File: src/rtl/mtc_pkg.sv
package mtc_pkg;

    // Number of correlator taps: very-early, early, prompt, late, very-late.
    localparam int NTAP = 5;

    // Delay in samples for tap index tap of a line, limited to max_dly.
    function automatic int unsigned tap_delay(input int unsigned ofs,
                                              input int unsigned spc,
                                              input int unsigned tap,
                                              input int unsigned max_dly);
        int unsigned sum;
        sum = ofs + tap * spc;
        return (sum > max_dly) ? max_dly : sum;
    endfunction

endpackage

File: src/rtl/mtc_code_delay.sv
// Code delay line. It shifts in one code chip per valid sample and exposes
// NTAP taps at delays ofs + t*spc, limited to MAX_DLY. Delay 0 is the chip
// presented in the current cycle.
// Assumes MAX_DLY >= 2. The stored history resets to chip 0.
module mtc_code_delay #(
    parameter int MAX_DLY = 63,
    parameter int OFS_W   = 5,
    parameter int SPC_W   = 4
) (
    input  logic                     clk,
    input  logic                     rst_n,
    input  logic                     adv,
    input  logic                     chip_in,
    input  logic [OFS_W-1:0]         ofs,
    input  logic [SPC_W-1:0]         spc,
    output logic [mtc_pkg::NTAP-1:0] taps
);
    localparam int IDX_W = $clog2(MAX_DLY + 1);

    logic [MAX_DLY-1:0] hist;   // hist[k] holds the chip from k+1 valid samples ago
    logic [MAX_DLY:0]   line;   // line[d] is the chip delayed by d samples

    // Shift history one place on every valid sample.
    always_ff @(posedge clk) begin
        if (!rst_n) begin
            hist <= '0;
        end else if (adv) begin
            hist <= {hist[MAX_DLY-2:0], chip_in};
        end
    end

    // Current chip in front of the stored history.
    always_comb line = {hist, chip_in};

    for (genvar t = 0; t < mtc_pkg::NTAP; t++) begin : g_tap
        logic [IDX_W-1:0] dly;
        // Compute this tap's limited delay from the line configuration.
        always_comb dly = IDX_W'(mtc_pkg::tap_delay(32'(ofs), 32'(spc), t, MAX_DLY));
        assign taps[t] = line[dly];
    end


    hist_shift_chk: assert property (@(posedge clk) disable iff (!rst_n)
        adv |=> hist[0] == $past(chip_in));


    hist_idle_chk: assert property (@(posedge clk) disable iff (!rst_n)
        !adv |=> $stable(hist));

endmodule

File: src/rtl/mtc_tap_select.sv
// Per-tap source select between the two code delay lines.
// Assumes both tap vectors are already aligned to the tap index order.
module mtc_tap_select (
    input  logic [mtc_pkg::NTAP-1:0] taps_a,
    input  logic [mtc_pkg::NTAP-1:0] taps_b,
    input  logic [mtc_pkg::NTAP-1:0] sel_b,
    output logic [mtc_pkg::NTAP-1:0] taps
);
    for (genvar t = 0; t < mtc_pkg::NTAP; t++) begin : g_sel
        // Pick line B for this tap when its select bit is set.
        always_comb taps[t] = sel_b[t] ? taps_b[t] : taps_a[t];
    end
endmodule

File: src/rtl/mtc_accum.sv
// Saturating integrate-and-dump accumulator for one tap and one rail.
// It adds +smp or -smp per valid sample, depending on the chip. On dump it
// latches the running sum and restarts from the current product.
// Assumes ACC_W > SMP_W + 1.
module mtc_accum #(
    parameter int SMP_W = 3,
    parameter int ACC_W = 29
) (
    input  logic                    clk,
    input  logic                    rst_n,
    input  logic                    adv,
    input  logic                    dump,
    input  logic signed [SMP_W-1:0] smp,
    input  logic                    chip,
    output logic signed [ACC_W-1:0] result
);
    localparam logic signed [ACC_W-1:0] ACC_MAX = {1'b0, {(ACC_W-1){1'b1}}};
    localparam logic signed [ACC_W-1:0] ACC_MIN = {1'b1, {(ACC_W-1){1'b0}}};

    logic signed [ACC_W-1:0] acc;
    logic signed [SMP_W:0]   smp_x;
    logic signed [SMP_W:0]   prod;
    logic signed [ACC_W-1:0] prod_x;
    logic signed [ACC_W:0]   sum;
    logic signed [ACC_W-1:0] sum_sat;

    // Form the despread product; one extra bit holds the negated minimum.
    always_comb begin
        smp_x  = {smp[SMP_W-1], smp};
        prod   = chip ? smp_x : -smp_x;
        prod_x = {{(ACC_W-SMP_W-1){prod[SMP_W]}}, prod};
    end

    // Add with one guard bit and clamp to the signed range on overflow.
    always_comb begin
        sum = {acc[ACC_W-1], acc} + {prod_x[ACC_W-1], prod_x};
        if (sum[ACC_W] != sum[ACC_W-1]) begin
            sum_sat = sum[ACC_W] ? ACC_MIN : ACC_MAX;
        end else begin
            sum_sat = sum[ACC_W-1:0];
        end
    end

    // Integrate valid samples; on dump restart from this cycle's product.
    always_ff @(posedge clk) begin
        if (!rst_n) begin
            acc <= '0;
        end else if (dump) begin
            acc <= adv ? prod_x : '0;
        end else if (adv) begin
            acc <= sum_sat;
        end
    end

    // Capture the finished integration on dump.
    always_ff @(posedge clk) begin
        if (!rst_n) begin
            result <= '0;
        end else if (dump) begin
            result <= acc;
        end
    end


    sat_hi_chk: assert property (@(posedge clk) disable iff (!rst_n)
        (acc == ACC_MAX && adv && !dump && !prod[SMP_W]) |=> acc == ACC_MAX);


    sat_lo_chk: assert property (@(posedge clk) disable iff (!rst_n)
        (acc == ACC_MIN && adv && !dump && prod[SMP_W]) |=> acc == ACC_MIN);


    dump_latch_chk: assert property (@(posedge clk) disable iff (!rst_n)
        dump |=> result == $past(acc));


    result_hold_chk: assert property (@(posedge clk) disable iff (!rst_n)
        !dump |=> $stable(result));


    acc_idle_chk: assert property (@(posedge clk) disable iff (!rst_n)
        (!adv && !dump) |=> $stable(acc));


    empty_dump_chk: assert property (@(posedge clk) disable iff (!rst_n)
        (dump && !adv) |=> acc == '0);

endmodule

File: src/rtl/multitap_correlator.sv
// Five-tap complex correlator bank for one channel. Two code delay lines
// build the tap replicas, a per-tap select chooses a line for each tap, and
// ten saturating accumulators integrate the despread I and Q samples.
// Assumes the code chips are aligned with smp_vld, and that dump may come in
// any cycle, with or without a valid sample.
module multitap_correlator #(
    parameter int SMP_W   = 3,
    parameter int ACC_W   = 29,
    parameter int MAX_DLY = 63,
    parameter int OFS_W   = 5,
    parameter int SPC_W   = 4
) (
    input  logic                                clk,
    input  logic                                rst_n,
    input  logic                                smp_vld,
    input  logic [SMP_W-1:0]                    smp_i,
    input  logic [SMP_W-1:0]                    smp_q,
    input  logic                                code_a,
    input  logic                                code_b,
    input  logic [OFS_W-1:0]                    dly_ofs_a,
    input  logic [SPC_W-1:0]                    dly_spc_a,
    input  logic [OFS_W-1:0]                    dly_ofs_b,
    input  logic [SPC_W-1:0]                    dly_spc_b,
    input  logic [mtc_pkg::NTAP-1:0]            tap_src,
    input  logic                                dump,
    output logic [mtc_pkg::NTAP*ACC_W-1:0]      res_i,
    output logic [mtc_pkg::NTAP*ACC_W-1:0]      res_q,
    output logic                                res_vld
);
    localparam int NTAP = mtc_pkg::NTAP;

    logic [NTAP-1:0] taps_a;
    logic [NTAP-1:0] taps_b;
    logic [NTAP-1:0] taps;

    mtc_code_delay #(.MAX_DLY(MAX_DLY), .OFS_W(OFS_W), .SPC_W(SPC_W)) line_a_i (
        .clk     (clk),
        .rst_n   (rst_n),
        .adv     (smp_vld),
        .chip_in (code_a),
        .ofs     (dly_ofs_a),
        .spc     (dly_spc_a),
        .taps    (taps_a)
    );

    mtc_code_delay #(.MAX_DLY(MAX_DLY), .OFS_W(OFS_W), .SPC_W(SPC_W)) line_b_i (
        .clk     (clk),
        .rst_n   (rst_n),
        .adv     (smp_vld),
        .chip_in (code_b),
        .ofs     (dly_ofs_b),
        .spc     (dly_spc_b),
        .taps    (taps_b)
    );

    mtc_tap_select tap_sel_i (
        .taps_a (taps_a),
        .taps_b (taps_b),
        .sel_b  (tap_src),
        .taps   (taps)
    );

    for (genvar t = 0; t < NTAP; t++) begin : g_corr
        logic signed [ACC_W-1:0] r_i;
        logic signed [ACC_W-1:0] r_q;

        mtc_accum #(.SMP_W(SMP_W), .ACC_W(ACC_W)) acc_i_i (
            .clk    (clk),
            .rst_n  (rst_n),
            .adv    (smp_vld),
            .dump   (dump),
            .smp    (smp_i),
            .chip   (taps[t]),
            .result (r_i)
        );

        mtc_accum #(.SMP_W(SMP_W), .ACC_W(ACC_W)) acc_q_i (
            .clk    (clk),
            .rst_n  (rst_n),
            .adv    (smp_vld),
            .dump   (dump),
            .smp    (smp_q),
            .chip   (taps[t]),
            .result (r_q)
        );

        assign res_i[t*ACC_W +: ACC_W] = r_i;
        assign res_q[t*ACC_W +: ACC_W] = r_q;
    end

    // Pulse the result-valid flag in the cycle after each dump.
    always_ff @(posedge clk) begin
        if (!rst_n) begin
            res_vld <= 1'b0;
        end else begin
            res_vld <= dump;
        end
    end


    vld_after_dump_chk: assert property (@(posedge clk) disable iff (!rst_n)
        dump |=> res_vld);


    vld_single_chk: assert property (@(posedge clk) disable iff (!rst_n)
        !dump |=> !res_vld);


    res_stable_chk: assert property (@(posedge clk) disable iff (!rst_n)
        !res_vld |-> ($stable(res_i) && $stable(res_q)));

endmodule

File: config.mk
export PLATFORM = sky130hd
export DESIGN_NAME = multitap_correlator
export DESIGN_NICKNAME = d
export VERILOG_FILES = /design/src/rtl/mtc_pkg.sv /design/src/rtl/mtc_code_delay.sv /design/src/rtl/mtc_tap_select.sv /design/src/rtl/mtc_accum.sv /design/src/rtl/multitap_correlator.sv
export SDC_FILE = /design/constraint.sdc
export NUM_CORES = 2
export LEC_CHECK = 0
export BUFFER_PORTS_ARGS = -buffer_cell sky130_fd_sc_hd__buf_4
export CAP_MARGIN = 10
export CORE_AREA = 4 4 328 330
export CTS_BUF_LIST = sky130_fd_sc_hd__clkbuf_8 sky130_fd_sc_hd__clkbuf_16
export CTS_CLUSTER_SIZE = 14
export DETAILED_ROUTE_END_ITERATION = 8
export DIE_AREA = 0 0 332 334
export PLACE_DENSITY_LB_ADDON = 0.08
export SLEW_MARGIN = 15
export SYNTH_ARGS = -nofsm -noshare
export SYNTH_HDL_FRONTEND = slang
export SYNTH_SLANG_ARGS = --single-unit
export TNS_END_PERCENT = 100
File: constraint.sdc
create_clock -name clk -period 7.7 [get_ports clk]
set_input_delay 0.77 -clock clk [delete_from_list [all_inputs] [get_ports clk]]
set_output_delay 0.77 -clock clk [all_outputs]
set_load 0.05 [all_outputs]
==> Word level (Yosys, flattened, before mapping) <==
Index checks and enable logic that the tools add are counted.
Widths: inputs -> output; s select.
{ "totals": {"regBits": 707, "inputBits": 35, "wordCells": 171} }
{ "op_classes": {"n_addsub": 20, "n_mul": 2, "magnitude_cmp": 20, "n_eq_ne": 10, "mux": 95, "n_reduce_logical": 1} }
{ "ops": {"columns": ["operator", "count"], "rows": [
  ["$mux 29", 50],
  ["$add 29x4->30", 10],
  ["$gt 32x6->1 const B", 4],
  ["$lt 6x7->1 const B", 10],
  ["$bmux 1 s6", 10],
  ["$mux 6", 10],
  ["$mux 4", 10],
  ["$add 5x6->7", 4],
  ["$gt 7x6->1 const B", 4],
  ["$mux 1", 15],
  ["$add 5x4->6", 2],
  ["$add 5x5->6", 2],
  ["$gt 5x6->1 const B", 2],
  ["$mul 2x4->6 const A", 2],
  ["$ne 1x1->1", 10],
  ["$neg 3->4", 2],
  ["$reduce_bool 2->1", 1]
]} }

==> Depth between registers and ports, before layout <==
{ "logic_depth": {"ltp_word": 13, "mapped_depth": 27} }

==> Modules after synthesis <==
From an unflattened synthesis, not the netlist that was laid out.
{ "unflattened": {"cells_unflattened": 5494, "hier_area_um2": 49683.9} }
{ "by_module_without_submodules": {"columns": ["module", "n_inst", "cells_per_inst", "area_each_um2"], "rows": [
  ["mtc_accum at g_corr[0].acc_i_i ...", 5, 442, 3817.4],
  ["mtc_accum at g_corr[3].acc_q_i ...", 3, 458, 3956.3],
  ["mtc_code_delay", 2, 495, 5422.7],
  ["mtc_accum at g_corr[0].acc_q_i", 1, 458, 3943.8],
  ["mtc_accum at g_corr[1].acc_i_i", 1, 455, 3837.4],
  ["mtc_tap_select", 1, 5, 75.1],
  ["multitap_correlator", 1, 2, 26.3]
]} }

==> Worst setup path after synthesis <==
OpenSTA, ideal clock, no wires.
{ "synth_path": {"path_type": "in2reg", "startpoint": "input port dly_ofs_a[1]", "endpoint": "register g_corr[3].acc_i_i.acc[14]", "setup_ps": 122, "arrival_time_ps": 7184, "required_time_ps": 7578, "path_slack_ps": 394, "stages": 25, "cell_sequence": "fa_1 ha_1 inv_1 fa_1 mux2_2 a22oi_1 nand2_1 o2111ai_1 o21ai_0 a311o_1 o32ai_4 mux2_2 ha_1 a211oi_1 o211ai_1 a221oi_1 o31a_1 and4b_1 a311oi_2 a31oi_2 and3_1 clkbuf_1 nor2_1 clkbuf_1 a221o_1"} }
{ "synth_via": {"elab_chain_cells": 12, "elab_cells_between_ends": 14, "classes_between": "add/sub (2); order compare (1); eq/ne (1); mux (10)"} }
{ "synth_rtl": {"columns": ["item", "line", "source"], "rows": [
  ["start, declared", "multitap_correlator.sv:20", "input logic [OFS_W-1:0] dly_ofs_a,"],
  ["$add 5x6->7 (*)", "mtc_pkg.sv:12", "sum = ofs + tap * spc;"],
  ["$gt 7x6->1", "mtc_pkg.sv:13", "return (sum > max_dly) ? max_dly : sum;"],
  ["$mux 6 (*)", "mtc_pkg.sv:13", null],
  ["$bmux 1 s6 (*)", "mtc_code_delay.sv:39", "assign taps[t] = line[dly];"],
  ["$mux 1 (not written as such) (*)", "mtc_code_delay.sv:39", null],
  ["$mux 1 (*)", "mtc_tap_select.sv:11", "always_comb taps[t] = sel_b[t] ? taps_b[t] : taps_a[t];"],
  ["$mux 4 (*)", "mtc_accum.sv:30", "prod = chip ? smp_x : -smp_x;"],
  ["$add 29x4->30", "mtc_accum.sv:36", "sum = {acc[ACC_W-1], acc} + {prod_x[ACC_W-1], prod_x};"],
  ["$mux 29 / $ne 1x1->1 (equally long branches)", "mtc_accum.sv:38, mtc_accum.sv:37", null],
  ["$mux 29", "mtc_accum.sv:37", "if (sum[ACC_W] != sum[ACC_W-1]) begin"],
  ["$mux 29", "mtc_accum.sv:50", "end else if (adv) begin"],
  ["$mux 29 (*)", "mtc_accum.sv:48", "end else if (dump) begin"],
  ["end signal, assigned", "mtc_accum.sv:49", "acc <= adv ? prod_x : '0;"],
  ["end signal, assigned", "mtc_accum.sv:51", "acc <= sum_sat;"],
  ["end, declared", "mtc_accum.sv:20", "logic signed [ACC_W-1:0] acc;"]
]} }
Every way passes the cells marked *; elsewhere a longest branch is shown, timed or not. The select of a mux whose other input is x is not followed.
A chain may end at the register's enable or synchronous reset.

==> Final worst setup path <==
{ "layout_path": {"startpoint": "input port dly_ofs_a[1]", "endpoint": "register g_corr[3].acc_q_i.acc[20]"} }
{ "layout_via": {"elab_chain_cells": 12, "elab_cells_between_ends": 14, "classes_between": "add/sub (2); order compare (1); eq/ne (1); mux (10)"} }
{ "layout_rtl": {"columns": ["item", "line"], "rows": [
  ["$add 5x6->7 (*)", "mtc_pkg.sv:12"],
  ["$gt 7x6->1", "mtc_pkg.sv:13"],
  ["$mux 6 (*)", "mtc_pkg.sv:13"],
  ["$bmux 1 s6 (*)", "mtc_code_delay.sv:39"],
  ["$mux 1 (not written as such) (*)", "mtc_code_delay.sv:39"],
  ["$mux 1 (*)", "mtc_tap_select.sv:11"],
  ["$mux 4 (*)", "mtc_accum.sv:30"],
  ["$add 29x4->30", "mtc_accum.sv:36"],
  ["$mux 29 / $ne 1x1->1 (equally long branches)", "mtc_accum.sv:38, mtc_accum.sv:37"],
  ["$mux 29", "mtc_accum.sv:37"],
  ["$mux 29", "mtc_accum.sv:50"],
  ["$mux 29 (*)", "mtc_accum.sv:48"],
  ["end signal, assigned", "mtc_accum.sv:49"],
  ["end signal, assigned", "mtc_accum.sv:51"],
  ["end, declared", "mtc_accum.sv:20"]
]} }
Marks and branches as above.

==> run summary <==
top-count cell post-synth: dfxtp_1
max_cap viols: 0
placer's final routability congestion estimate: 0.9229
largest net degree at the start of global routing: 112
synthesis-stage register bit count: 707
Post-CTS Setup Bufs: 0
top cells by count, synth: dfxtp_1, nor2_1, mux2i_1
gr usage total: 0.2583
Chip Width: 332 µm
Reg clk slew, reported paths: 0.05 ns
r2r setup slk: 1.48 ns
status: finished, final reports clean
reg2reg end: g_corr[0].acc_q_i.acc[12]$_SDFFE_PN0P_
crit path DAT: 7.57 ns
Yosys warnings: 0
DIE AREA: 110900 µm²
io pins: 326
Post-Route WL: 149.8 mm
RSZ-0062 raised after global routing: no
clk root buf: clkbuf_16
WP buf/inv: 5
r2r worst-path depth: 17
Most used DFF post-synth: dfxtp_1
most used cell, CP: buf_4
Peak VDD IR: 0.1887 mV
Synth top area share: 0.3028
initial antenna violation count: 1
number of global-route vias before repair: 40060
hpwl dp: 109.4 mm
residual DRC count: 0
skew final: 0.02650 ns
initial core utilization: 0.4459
Post-DRT Antenna Nets: 0
critical path's top delay family: compound AO/OA/AOI/OAI gates
CP max-delay cell: fa_1
share of layout cells above drive strength 1: 0.1725
Worst Setup End Kind: register
RR Startpoint: line_b_i.hist[30]$_SDFFE_PN0P_
Worst Hold Launch: code_b
Least-Margin Pin Slew: 1.125 ns
final hold violations: 0
Max Slew Vio Count: 0
first-pass GRT wire length: 232.7 mm
Synth async-reset ratio: 0
Pleak: 25.04 nW
Die H: 334 µm
Req. time, crit path: 8.18 ns
GR Overflow Total: 0
Slew headroom: 0.2489
Netlist cell types: 109
Total Nets Final: 6160
Worst path depth: 26
setup violators final: 0
total CTS buffers: 83
Power, Total: 14.92 mW
Critical Path Sink: g_corr[3].acc_q_i.acc[20]$_SDFFE_PN0P_
min Tclk post-route: 7.092 ns
post_cts resized: 0
worst skew pair latency: 0.66 ns
Post-Syn Area: 46740 µm²
DR vias: 41850
crit path launch type: input port
register area share after synthesis: 0.3028
CTS tree: yes
Syn Inst Count: 5310
core footprint: 104800 µm²
CTS sink cnt: 707
Mean Syn Cell Area: 8.803 µm²
min-delay worst type: input port to register
Avg Vias per Cell: 5.782
post-layout util: 0.5303
Power Dens Cells: 268.5 nW/µm²
fmax: 0.1410 GHz
Final period util: 0.9210
CTS max path bufs: 3
Synth Net Count: 5691
CP startpoint: dly_ofs_a[1]
max incr delay on CP: 0.56 ns
setup TNS: 0 ns
area grow syn2layout: 18.92%
CP max FO: 25
critical path type: input port to register
top cells by area, synth: dfxtp_1, mux2i_1, ha_1
WL/cell: 20.70 µm
H-tree Lvls: 3
row cnt: 119
drt first pass iters: 5
Post-synth EDFFs: 0
Post-CTS Hold Buffers: 0
cell taking the most area after synthesis: dfxtp_1
Iter 0 DRT Violations: 2761
Port-buffer cells: 325
-- worst min-delay path by stage --
stage | endpoint | slack, ns | cells past startpoint
floorplan | g_corr[3].acc_i_i.acc[20]$_SDFFE_PN0P_ | 0.45 | 2
global placement | g_corr[2].acc_q_i.result[27]$_SDFFE_PN0P_ | 0.47 | 2
detailed placement | g_corr[0].acc_q_i.result[2]$_SDFFE_PN0P_ | 0.48 | 2
CTS | line_b_i.hist[0]$_SDFFE_PN0P_ | 0.38 | 3
global route | line_b_i.hist[0]$_SDFFE_PN0P_ | 0.42 | 3
finish | line_b_i.hist[0]$_SDFFE_PN0P_ | 0.41 | 3
-- flip-flops by register name, summed over array words and instances (netlist names) --
signal / cells
g_corr.acc_i_i.acc: 145
g_corr.acc_i_i.result: 145
g_corr.acc_q_i.acc: 145
g_corr.acc_q_i.result: 145
line_a_i.hist: 63
line_b_i.hist: 63
res_vld: 1
-- worst reg2reg max path: stages (launching register included) --
cell and delay, ns:
dfxtp_1 0.44, mux4_2 0.51, mux4_2 0.48, mux2i_1 0.52, a21oi_2 0.24, mux2_2 0.51, ha_1 0.45, nand2_1 0.11
o211ai_1 0.29, a31o_2 0.23, a21boi_1 0.09, o41a_1 0.40, nor4b_2 0.44, o41ai_2 0.20, a21oi_2 0.72, buf_4 0.28
a21oi_1 0.07, o22ai_1 0.14
-- power breakdown --
group	switching, mW	internal, mW	total, mW
Sequential	0.408	4.06	4.46
Combinational	3.46	2.73	6.19
Clock	1.66	2.61	4.27
-- cell type report --
cell class | instances | area (µm²)
well taps | 1391 | 1740
diodes | 2 | 5.005
inverters | 105 | 401.6
flip-flops and latches | 707 | 14150
repair buffers | 670 | 5283
multi-input cells | 4212 | 31040
clock inverters | 48 | 599.3
fillers | 9832 | 49230
clock buffers | 103 | 2364
-- per-layer routing --
metal	global-route usage	vias up	part of all wire
met1	0.3417	20050	0.45
li1	-	20660	-
met5	0	-	0
met3	0.04653	179	0.055
met4	0.06872	0	0.027
met2	0.4355	957	0.47
-- placed cells by master (no fill, tap or decap), drive strengths merged, types with 63 or more instances in the layout --
cell,n
a21oi,488
mux2i,493
o21ai,298
a221o,63
nand3,80
xor2,102
a21o,139
xnor2,157
a31oi,64
a22oi,81
ha,322
inv,116
buf,670
clkbuf,103
nand2,286
dfxtp,707
a211oi,68
mux4,86
nor2,658
-- logic make-up (layout without fill, tap and decap cells) --
kind of cell | after synthesis | count (layout) | share of synthesized area
AOI/OAI and AO/OA | 1611 | 1611 | 0.2254
xor gates and xnor gates | 259 | 259 | 0.04869
adders and majority gates | 354 | 354 | 0.09818
buffers and inverters | 391 | 926 | 0.03466
DFF | 707 | 707 | 0.3028
muxes | 628 | 628 | 0.1594
other | 0 | 2 | 0
and+or+nand+nor | 1360 | 1360 | 0.1309
-- per-stage QoR --
step | instances | hold WS [ns] | worst slack [ns] | cell area (µm²)
after floorplan | 5310 | 0.4489 | 0.3944 | 46740
after global placement | 7085 | 0.4747 | 0.01484 | 52620
after detailed placement | 7085 | 0.4831 | -0.07823 | 52620
after CTS | 7236 | 0.3811 | 0.5770 | 55580
after global routing | 7236 | 0.4153 | 0.2280 | 55580
final | 7238 | 0.4139 | 0.6081 | 55590
No activity file was read; power rests on OpenSTA's default activity.
